[config.mk]
export PLATFORM = sky130hd
export DESIGN_NAME = sci_rx_wake_ctl
export DESIGN_NICKNAME = d
export VERILOG_FILES = /design/src/rtl/sci_rx_pkg.sv /design/src/rtl/sci_rx_frame.sv /design/src/rtl/sci_rx_mute.sv /design/src/rtl/sci_rx_flags.sv /design/src/rtl/sci_rx_wake_ctl.sv
export SDC_FILE = /design/constraint.sdc
export NUM_CORES = 1
export LEC_CHECK = 0
export BUFFER_PORTS_ARGS = -buffer_cell sky130_fd_sc_hd__buf_2
export CORE_UTILIZATION = 55
export CTS_CLUSTER_SIZE = 8
export DETAILED_ROUTE_END_ITERATION = 10
export PLACE_DENSITY = 0.75
export SETUP_SLACK_MARGIN = 0.02
export SLEW_MARGIN = 20
export SYNTH_ARGS = -nofsm -noshare
export SYNTH_HDL_FRONTEND = slang
export SYNTH_SLANG_ARGS = --single-unit
[constraint.sdc]
create_clock -name clk -period 2.5 [get_ports clk]
set_clock_uncertainty 0.15 [all_clocks]
set_input_delay 0.25 -clock clk [delete_from_list [all_inputs] [get_ports clk]]
set_output_delay 0.25 -clock clk [all_outputs]
set_load 0.1 [all_outputs]
[src/rtl/sci_rx_pkg.sv]
package sci_rx_pkg;
  typedef enum logic [2:0] {
    ST_IDLE, ST_START, ST_DATA, ST_STOP, ST_HOLD
  } rx_state_e;

  // cycle index of the middle of a bit, counted from the falling edge
  function automatic int mid_tick(input int ovs);
    return ovs / 2 - 1;
  endfunction

  // clocks of continuous high line that count as an idle frame
  function automatic int idle_ticks(input int bits, input int ovs);
    return bits * ovs;
  endfunction
endpackage

[src/rtl/sci_rx_frame.sv]
module sci_rx_frame
  import sci_rx_pkg::*;
#(
  parameter int OVS       = 16,
  parameter int DATA_W    = 8,
  parameter int IDLE_BITS = 10
) (
  input  logic              clk,
  input  logic              rst_n,
  input  logic              rx_en,
  input  logic              rx_in,
  output logic              byte_done,
  output logic [DATA_W-1:0] byte_val,
  output logic              line_idle
);
  localparam int HALF  = mid_tick(OVS);
  localparam int ILIM  = idle_ticks(IDLE_BITS, OVS);
  localparam int CW    = $clog2(OVS + 1);
  localparam int BW    = $clog2(DATA_W + 1);
  localparam int IW    = $clog2(ILIM + 1);

  logic [1:0]        sync_q;
  logic              rxs;
  rx_state_e         state;
  logic [CW-1:0]     tick;
  logic [BW-1:0]     bitn;
  logic [DATA_W-1:0] shreg;
  logic [IW-1:0]     idle_cnt;
  logic              armed;

  assign rxs = sync_q[1];

  always_ff @(posedge clk or negedge rst_n) begin
    if (!rst_n) sync_q <= 2'b11;
    else        sync_q <= {sync_q[0], rx_in};
  end

  always_ff @(posedge clk or negedge rst_n) begin
    if (!rst_n) begin
      state     <= ST_IDLE;
      tick      <= '0;
      bitn      <= '0;
      shreg     <= '0;
      byte_val  <= '0;
      byte_done <= 1'b0;
    end else begin
      byte_done <= 1'b0;
      if (!rx_en) begin
        state <= ST_IDLE;
        tick  <= '0;
      end else begin
        case (state)
          ST_IDLE: if (!rxs) begin
            state <= ST_START;
            tick  <= '0;
          end
          ST_START: begin
            if (tick == CW'(HALF)) begin
              tick <= '0;
              bitn <= '0;
              state <= rxs ? ST_IDLE : ST_DATA;
            end else tick <= tick + 1'b1;
          end
          ST_DATA: begin
            if (tick == CW'(OVS - 1)) begin
              tick  <= '0;
              shreg <= {rxs, shreg[DATA_W-1:1]};
              if (bitn == BW'(DATA_W - 1)) state <= ST_STOP;
              else bitn <= bitn + 1'b1;
            end else tick <= tick + 1'b1;
          end
          ST_STOP: begin
            if (tick == CW'(OVS - 1)) begin
              tick <= '0;
              if (rxs) begin
                byte_done <= 1'b1;
                byte_val  <= shreg;
                state     <= ST_IDLE;
              end else state <= ST_HOLD;
            end else tick <= tick + 1'b1;
          end
          ST_HOLD: if (rxs) state <= ST_IDLE;
          default: state <= ST_IDLE;
        endcase
      end
    end
  end

  // idle detector: armed by a received byte, fires once per high stretch
  always_ff @(posedge clk or negedge rst_n) begin
    if (!rst_n) begin
      idle_cnt  <= '0;
      armed     <= 1'b0;
      line_idle <= 1'b0;
    end else begin
      line_idle <= 1'b0;
      if (!rx_en) begin
        idle_cnt <= '0;
        armed    <= 1'b0;
      end else if (byte_done) begin
        armed    <= 1'b1;
        idle_cnt <= '0;
      end else if (state != ST_IDLE || !rxs || !armed) begin
        idle_cnt <= '0;
      end else if (idle_cnt == IW'(ILIM - 1)) begin
        line_idle <= 1'b1;
        armed     <= 1'b0;
        idle_cnt  <= '0;
      end else idle_cnt <= idle_cnt + 1'b1;
    end
  end


  no_byte_when_off_chk: assert property (@(posedge clk) disable iff (!rst_n)
    !rx_en |=> !byte_done);

  hold_no_byte_chk: assert property (@(posedge clk) disable iff (!rst_n)
    (state == ST_HOLD) |-> !byte_done);
endmodule

[src/rtl/sci_rx_mute.sv]
module sci_rx_mute (
  input  logic clk,
  input  logic rst_n,
  input  logic rx_en,
  input  logic wake_sel,
  input  logic sw_wr,
  input  logic sw_val,
  input  logic data_full,
  input  logic byte_done,
  input  logic byte_msb,
  input  logic line_idle,
  output logic mute,
  output logic addr_wake
);
  logic got_byte;
  logic idle_wake;
  logic sw_ok;

  assign idle_wake = mute && !wake_sel && line_idle;
  assign addr_wake = mute && wake_sel && byte_done && byte_msb;
  assign sw_ok     = sw_wr && !(wake_sel && data_full)
                     && !(sw_val && !wake_sel && !got_byte);

  always_ff @(posedge clk or negedge rst_n) begin
    if (!rst_n) got_byte <= 1'b0;
    else if (!rx_en) got_byte <= 1'b0;
    else if (byte_done) got_byte <= 1'b1;
  end

  always_ff @(posedge clk or negedge rst_n) begin
    if (!rst_n) mute <= 1'b0;
    else if (idle_wake || addr_wake) mute <= 1'b0;
    else if (sw_ok) mute <= sw_val;
  end


  addr_mode_lock_chk: assert property (@(posedge clk) disable iff (!rst_n)
    (sw_wr && wake_sel && data_full && !addr_wake) |=> $stable(mute));

  idle_mode_refuse_chk: assert property (@(posedge clk) disable iff (!rst_n)
    (sw_wr && sw_val && !wake_sel && !got_byte && !mute) |=> !mute);

  addr_wake_chk: assert property (@(posedge clk) disable iff (!rst_n)
    (mute && wake_sel && byte_done && byte_msb) |=> !mute);

  idle_wake_chk: assert property (@(posedge clk) disable iff (!rst_n)
    (mute && !wake_sel && line_idle) |=> !mute);
endmodule

[src/rtl/sci_rx_flags.sv]
module sci_rx_flags #(
  parameter int DATA_W = 8
) (
  input  logic              clk,
  input  logic              rst_n,
  input  logic              rd,
  input  logic              deliver,
  input  logic [DATA_W-1:0] byte_val,
  input  logic              idle_evt,
  input  logic              full_ie,
  input  logic              idle_ie,
  output logic [DATA_W-1:0] data,
  output logic              full,
  output logic              ovr,
  output logic              idle,
  output logic              irq
);
  always_ff @(posedge clk or negedge rst_n) begin
    if (!rst_n) begin
      data <= '0;
      full <= 1'b0;
      ovr  <= 1'b0;
      idle <= 1'b0;
    end else begin
      if (rd) begin
        full <= 1'b0;
        ovr  <= 1'b0;
        idle <= 1'b0;
      end
      if (deliver) begin
        if (full && !rd) ovr <= 1'b1;
        else begin
          data <= byte_val;
          full <= 1'b1;
        end
      end
      if (idle_evt) idle <= 1'b1;
    end
  end

  assign irq = (full_ie && (full || ovr)) || (idle_ie && idle);


  ovr_keeps_data_chk: assert property (@(posedge clk) disable iff (!rst_n)
    (deliver && full && !rd) |=> (ovr && $stable(data)));

  read_clears_chk: assert property (@(posedge clk) disable iff (!rst_n)
    (rd && !deliver && !idle_evt) |=> (!full && !ovr && !idle));
endmodule

[src/rtl/sci_rx_wake_ctl.sv]
module sci_rx_wake_ctl
  import sci_rx_pkg::*;
#(
  parameter int OVS       = 16,
  parameter int DATA_W    = 8,
  parameter int IDLE_BITS = 10
) (
  input  logic              clk,
  input  logic              rst_n,
  input  logic              rx_i,
  input  logic              rx_en_i,
  input  logic              wake_sel_i,
  input  logic              mute_wr_i,
  input  logic              mute_val_i,
  input  logic              rd_i,
  input  logic              full_ie_i,
  input  logic              idle_ie_i,
  output logic [DATA_W-1:0] rx_data_o,
  output logic              full_o,
  output logic              ovr_o,
  output logic              idle_o,
  output logic              mute_o,
  output logic              irq_o
);
  logic              byte_done;
  logic [DATA_W-1:0] byte_val;
  logic              line_idle;
  logic              addr_wake;
  logic              deliver;
  logic              idle_evt;

  sci_rx_frame #(.OVS(OVS), .DATA_W(DATA_W), .IDLE_BITS(IDLE_BITS)) u_frame (
    .clk(clk), .rst_n(rst_n), .rx_en(rx_en_i), .rx_in(rx_i),
    .byte_done(byte_done), .byte_val(byte_val), .line_idle(line_idle)
  );

  sci_rx_mute u_mute (
    .clk(clk), .rst_n(rst_n), .rx_en(rx_en_i), .wake_sel(wake_sel_i),
    .sw_wr(mute_wr_i), .sw_val(mute_val_i), .data_full(full_o),
    .byte_done(byte_done), .byte_msb(byte_val[DATA_W-1]),
    .line_idle(line_idle), .mute(mute_o), .addr_wake(addr_wake)
  );

  assign deliver  = byte_done && (!mute_o || addr_wake);
  assign idle_evt = line_idle && !mute_o;

  sci_rx_flags #(.DATA_W(DATA_W)) u_flags (
    .clk(clk), .rst_n(rst_n), .rd(rd_i), .deliver(deliver),
    .byte_val(byte_val), .idle_evt(idle_evt), .full_ie(full_ie_i),
    .idle_ie(idle_ie_i), .data(rx_data_o), .full(full_o), .ovr(ovr_o),
    .idle(idle_o), .irq(irq_o)
  );


  muted_no_flag_chk: assert property (@(posedge clk) disable iff (!rst_n)
    (byte_done && mute_o && !addr_wake && !rd_i) |=> ($stable(full_o) && $stable(ovr_o)));

  full_irq_chk: assert property (@(posedge clk) disable iff (!rst_n)
    (full_ie_i && (full_o || ovr_o)) |-> irq_o);

  idle_irq_chk: assert property (@(posedge clk) disable iff (!rst_n)
    (idle_ie_i && idle_o) |-> irq_o);
endmodule

After elaboration in Yosys (flattened, before gate mapping)

Index checks and enable logic that the tools add are counted.

$mul: 0
Muxes and demuxes: 47
Magnitude comparators: 0
Shift operators: 0
Div/mod/pow operators: 0
Reductions and logical operators: 42
Add/subtract/negate cells: 3
Bitwise gates (word level): 1
Equal/unequal tests: 21

Operators by type and width:

| cell                                           | count |
|---|---|
| 2-to-1 mux 8 bit                               | 4 |
| 2-to-1 mux 1 bit                               | 24 |
| 2-to-1 mux 3 bit                               | 8 |
| 2-to-1 mux 5 bit                               | 4 |
| != test 3 x 2 -> 1 bit (second input constant) | 6 |
| logical AND 1 bit                              | 15 |
| one-hot mux 3 bit (5 select lines)             | 1 |
| one-hot mux 5 bit (3 select lines)             | 1 |
| 2-to-1 mux 4 bit                               | 3 |
| adder 8 x 1 -> 8 bit (second input constant)   | 1 |
| == test 8 bit (second input constant)          | 1 |
| zero test 1 bit                                | 8 |
| one-hot mux 4 bit (2 select lines)             | 1 |
| == test 3 x 2 -> 1 bit (second input constant) | 2 |
| logical OR 1 bit                               | 6 |
| != test 2 x 1 -> 1 bit (second input constant) | 3 |
| AND reduction 2 bit                            | 3 |
| AND reduction 6 bit                            | 1 |
| nonzero test 2 bit                             | 3 |
| adder 5 x 1 -> 5 bit (second input constant)   | 1 |
| == test 5 x 3 -> 1 bit (second input constant) | 1 |
| == test 5 x 4 -> 1 bit (second input constant) | 1 |
| AND reduction 5 bit                            | 1 |
| adder 4 x 1 -> 4 bit (second input constant)   | 1 |
| other kinds (14)                               | 14 |

Register bits after elaboration: 54
Bits in writable memories: 0
Memories: 0
ROM bits: 0
Latch bits: 0
Word-level logic and storage cells: 130
Input port bits: 10

Longest topological paths before layout

Depth in word-level cells: 7
Gate-level depth with buffers: 6
Depth with buffers taken out: 6

Cells and area by module

A second synthesis with hierarchy kept.

Cell total of the unflattened synthesis: 218
Area, all modules: 2,560.0 um^2

By module, submodules not included:

| module          | area an instance (um^2) | sequential area each (um^2) | instances | cells each |
|---|---|---|---|---|
| sci_rx_frame    | 1,946.9                 | 1,028.5                     | 1         | 173 |
| sci_rx_flags    | 469.2                   | 275.3                       | 1         | 29 |
| sci_rx_mute     | 126.4                   | 50.0                        | 1         | 13 |
| sci_rx_wake_ctl | 17.5                    | 0.0                         | 1         | 3 |

Worst setup path after synthesis

No wires, ideal clock.

Path kind: register to output
From: reg u_flags.full
To: out irq_o
Slack: 0.252 ns
Arrival time: 1.848 ns
Required time: 2.100 ns
Cell stages (with the launch flop): 3
Path through: dfrtp_1 > o21ai_0 > nand2_1

Word-level cells in the longest chain between the ends: 3

RTL lines:

| item                   | RTL line              | text |
|---|---|---|
| start, declared        | sci_rx_flags.sv:13    | `output logic full,` |
| start signal, assigned | sci_rx_flags.sv:21    | `full <= 1'b0;` |
| start signal, assigned | sci_rx_flags.sv:26    | `full <= 1'b0;` |
| start signal, assigned | sci_rx_flags.sv:34    | `full <= 1'b1;` |
| logical OR 1 bit       | sci_rx_flags.sv:41    | `assign irq = (full_ie && (full \|\| ovr)) \|\| (idle_ie && idle);` |
| logical AND 1 bit      | sci_rx_flags.sv:41    |  |
| logical OR 1 bit       | sci_rx_flags.sv:41    |  |
| end, declared          | sci_rx_wake_ctl.sv:23 | `output logic irq_o` |

No other way between the ends.

Final worst setup path

From: reg u_frame.tick[0]
To: reg u_frame.bitn[2]

Word-level cells in the longest chain between the ends: 3
Elaborated cells between the ends (all ways): 5
Those cells by class: eq/ne (4); reduce/logical (1)

RTL lines:

| item                                                                    | RTL line                               | text |
|---|---|---|
| start, declared                                                         | sci_rx_frame.sv:25                     | `logic [CW-1:0] tick;` |
| start signal, assigned                                                  | sci_rx_frame.sv:62                     | `end else tick <= tick + 1'b1;` |
| start signal, assigned                                                  | sci_rx_frame.sv:70                     | `end else tick <= tick + 1'b1;` |
| start signal, assigned                                                  | sci_rx_frame.sv:80                     | `end else tick <= tick + 1'b1;` |
| == test 5 x 4 -> 1 bit / == test 5 x 3 -> 1 bit (equally long branches) | sci_rx_frame.sv:65, sci_rx_frame.sv:58 |  |
| != test 2 x 1 -> 1 bit (no line)                                        | -                                      |  |
| AND reduction 5 bit (no line) *                                         | -                                      |  |
| end signal, assigned                                                    | sci_rx_frame.sv:69                     | `else bitn <= bitn + 1'b1;` |
| end, declared                                                           | sci_rx_frame.sv:26                     | `logic [BW-1:0] bitn;` |

Every way passes the cells marked *; elsewhere a longest branch is shown, timed or not.
A chain may end at the register's enable or synchronous reset.

==> reports/metrics.yaml <==
clock_network:
  path_clk_slew_ns: 0.10
  clock-root-buffer: "clkbuf_8"
  cts_sinks: 54
  cts.path.max_buffers: 2
  cts_tree: "built"
  cts_buffers: 5
  clkLatencyLatePin_ns: 0.30
  cts_max_level: 2
  cts_repair_resize_count: 0
floorplanning:
  rows: 23
  initial_utilization: 0.5921
  die_h_um: 68.79
  ios: 23
  coreArea_sq_um: 4144
  dieArea_sq_um: 4732
  die_w_um: 68.79
sta:
  finalSetupTns_ns: 0
  finalHoldViolations: 0
  setup_violations: 0
  slew_viol_final: 0
  worst_pin_slew_ns: 0.6735
  period_share: 0.8077
  max_freq_mhz: 495.2
  period_needed_ns: 2.019
  relSlewSlack: 0.5510
  rsz0062_at_grt: "no"
  timing.hold.ws_ns: 0.1205
yosys:
  ys_ff_latch: 54
  async_flop_share: 1.000
  syn-mean-instance-area_sq_um: 12.09
  synth_nets: 217
  synth_cell_type_count: 47
  synth_xor_area_frac: 0.02499
  synth_top_family_by_area: "simple AND/OR/NAND/NOR gates"
  yosysTopAreaCellShare: 0.5303
  synth-simple-area-share: 0.1719
  synthMuxAreaShare: 0.1311
  synth-edff-count: 0
  synth_area_sq_um: 2454
  yosys.area_share.adder: 0.02040
  ys_seq_area_frac: 0.5518
  yosysTopAreaCell: "dfrtp_1"
  synth-main-ff-cell: "dfrtp_1"
  synth_area_leaders: "dfrtp_1 53%, mux2_2 11%, nand2_1 2.3%"
  yosysWarnings: 0
  synth_compound_area_frac: 0.07292
  syn-instance-count: 203
grt:
  gr-total-overflow: 0
  grtUsageTotal: 0.1894
  grt_pass1_vias: 1474
  antenna_found_initial: 0
  grt_max_degree: 55
  grt_pass1_wl_um: 6513
detailed_routing:
  num_vias: 1603
  viasPerCell: 5.644
  postRouteAntennaNets: 0
  wl_um: 4069
  drc: 0
  dr.pass1.iters: 5
  drt_iter0_markers: 83
  routedWlPerCell_um: 14.33
finish:
  layout-drive-gt1-share: 0.2778
  synthToLayoutAreaGrowth_pct: 12.44
  fill_cells: 336
  nNetsFinal: 247
  diodes: 0
power:
  ir_drop_mv: 0.3169
  seqPwrFrac: 0.577
  power_switching_mw: 0.3409
  p_sw_frac: 0.2203
  power_frac_clock: 0.375
  intPower_mw: 1.206
  p_comb_frac: 0.048
  power_density_nw_per_um2: 560.8
  p_leak_nw: 1.325
placed_design:
  dp_hpwl_um: 2769
  io_buffers: 22
  gp_congestion: 0.7682
worst_setup_path:
  slowest_stage: "nor4b_1"
  endpoint_kind: "flip-flop"
  timing.critical_path.buf_inv: 0
  cp.arrival_ns: 2.06
  crit_top_cell: "nor4b_1"
  critPathRequiredTime_ns: 2.54
  critPathLaunchType: "flip-flop"
  crit_type: "reg2reg"
  path_cells: "ha_1, nand4bb_1, nor4b_1, nor4b_1, a311o_1"
  max_stage_delay_ns: 0.50
  worstPathMaxFanout: 5
  crit_family: "simple AND/OR/NAND/NOR gates"
outcome:
  status: "finished clean"
run:
  drv_cap: 0
min_path:
  hp-class: "in2reg"
## per-stage QoR
step,total power [mW],area (sq um),worst slack [ns],std cells,utilization
3_5_place_dp,0.9809,2609,0.4310,272,0.6295
3_3_place_gp,0.9797,2609,0.5572,272,0.6295
6_report,1.547,2759,0.4808,284,0.6658
4_1_cts,1.559,2759,0.4214,284,0.6658
5_1_grt,1.602,2759,0.3434,284,0.6658
2_1_floorplan,0.9468,2454,0.2516,203,-
## timing repair
action,4_1_cts,5_1_grt
endpoints found under the hold margin,55,0
setup buffers,0,0
hold buffers,4,0
## registers in the layout, summed over array words and instances (netlist names), 2 cells and up
register          count
u_frame.shreg         8
u_frame.bitn          4
u_frame.idle_cnt      8
u_frame.tick          5
u_frame.sync_q        2
u_frame.byte_val      8
u_flags.data          8
u_frame.state         3
## power by group through the flow
stage,registers (mW),logic [mW],clock network (mW)
floorplan,0.917,0.0302,0
global placement,0.910,0.0699,0
detailed placement,0.910,0.0708,0
CTS,0.893,0.0758,0.591
global route,0.895,0.0842,0.623
finish,0.893,0.0747,0.580
## Yosys cell counts (3+ instances only)
library cell and number:
and3_1 3, xor2_1 4, nand3_1 7, nor2_1 15, ha_1 4, xnor2_1 3, o22ai_1 3, inv_1 11
mux2i_1 4, a21oi_1 3, mux2_2 25, nand2b_1 5, dfrtp_1 52, nand2_1 15, o21ai_0 7
## metal layers
metal / track usage / part of all wire / up-vias
li1: - / - / 782
met1: 0.2377 / 0.48 / 782
met2: 0.3186 / 0.46 / 32
met3: 0.04605 / 0.038 / 7
met4: 0.06633 / 0.015 / 0
met5: 0 / 0 / -
## final timing paths
kind                       slack [ns]                       endpoint  depth (start not counted)                         from
setup / recovery                 0.48    u_frame.bitn[2]$_DFFE_PN0P_                          5  u_frame.tick[0]$_DFFE_PN0P_
hold / removal                   0.12    u_mute.got_byte$_DFFE_PN0P_                          2                      rx_en_i
setup reg to reg                 0.48    u_frame.bitn[2]$_DFFE_PN0P_                          5  u_frame.tick[0]$_DFFE_PN0P_
hold reg to reg                  0.22    u_frame.sync_q[1]$_DFF_PN1_                          0  u_frame.sync_q[0]$_DFF_PN1_
max in group asynchronous        1.31   u_frame.shreg[0]$_DFFE_PN0P_                          3                        rst_n
min in group asynchronous        0.44  u_frame.idle_cnt[2]$_DFF_PN0_                          3                        rst_n
## cell usage in the layout (no fill, tap or decap), types with 2 or more instances in the layout
cell,netlist,routed
nand4_1,2,2
o21ai_0,7,7
xnor2_1,3,3
mux2i_1,4,4
nor3_1,2,2
a21oi_1,3,3
nand2_1,15,15
dfstp_2,2,2
a21boi_0,2,2
nor4b_1,2,2
nand4b_1,2,2
ha_1,4,4
nor2_1,15,15
buf_2,2,22
and3_1,3,3
xor2_1,4,4
nand2b_1,5,5
inv_1,11,11
nand3_1,7,7
mux2_2,25,25
clkbuf_8,0,5
dfrtp_1,52,52
nor3b_2,2,2
o22ai_1,3,3
nand3b_1,2,2
dlygate4sd3_1,0,4
o2bb2ai_1,2,2
## cell type report
cell class / count / area (sq um) / area share
flip-flops and latches: 54 / 1354 / 0.4907
clock buffers: 6 / 72.57 / 0.02630
clock inverters: 2 / 37.54 / 0.01361
inverters: 11 / 41.29 / 0.01497
well taps: 50 / 62.56 / 0.02268
repair buffers: 27 / 157.7 / 0.05714
multi-input cells: 134 / 1033 / 0.3746
## logic make-up after synthesis
logic type | Yosys count
AO/OA/AOI/OAI | 26
AND/OR/NAND/NOR | 68
buffers and inverters | 15
multiplexers | 29
flip-flops | 54
adder cells (fa/ha/maj) | 4
XOR/XNOR | 7
Power figures use the tool's default switching activity.
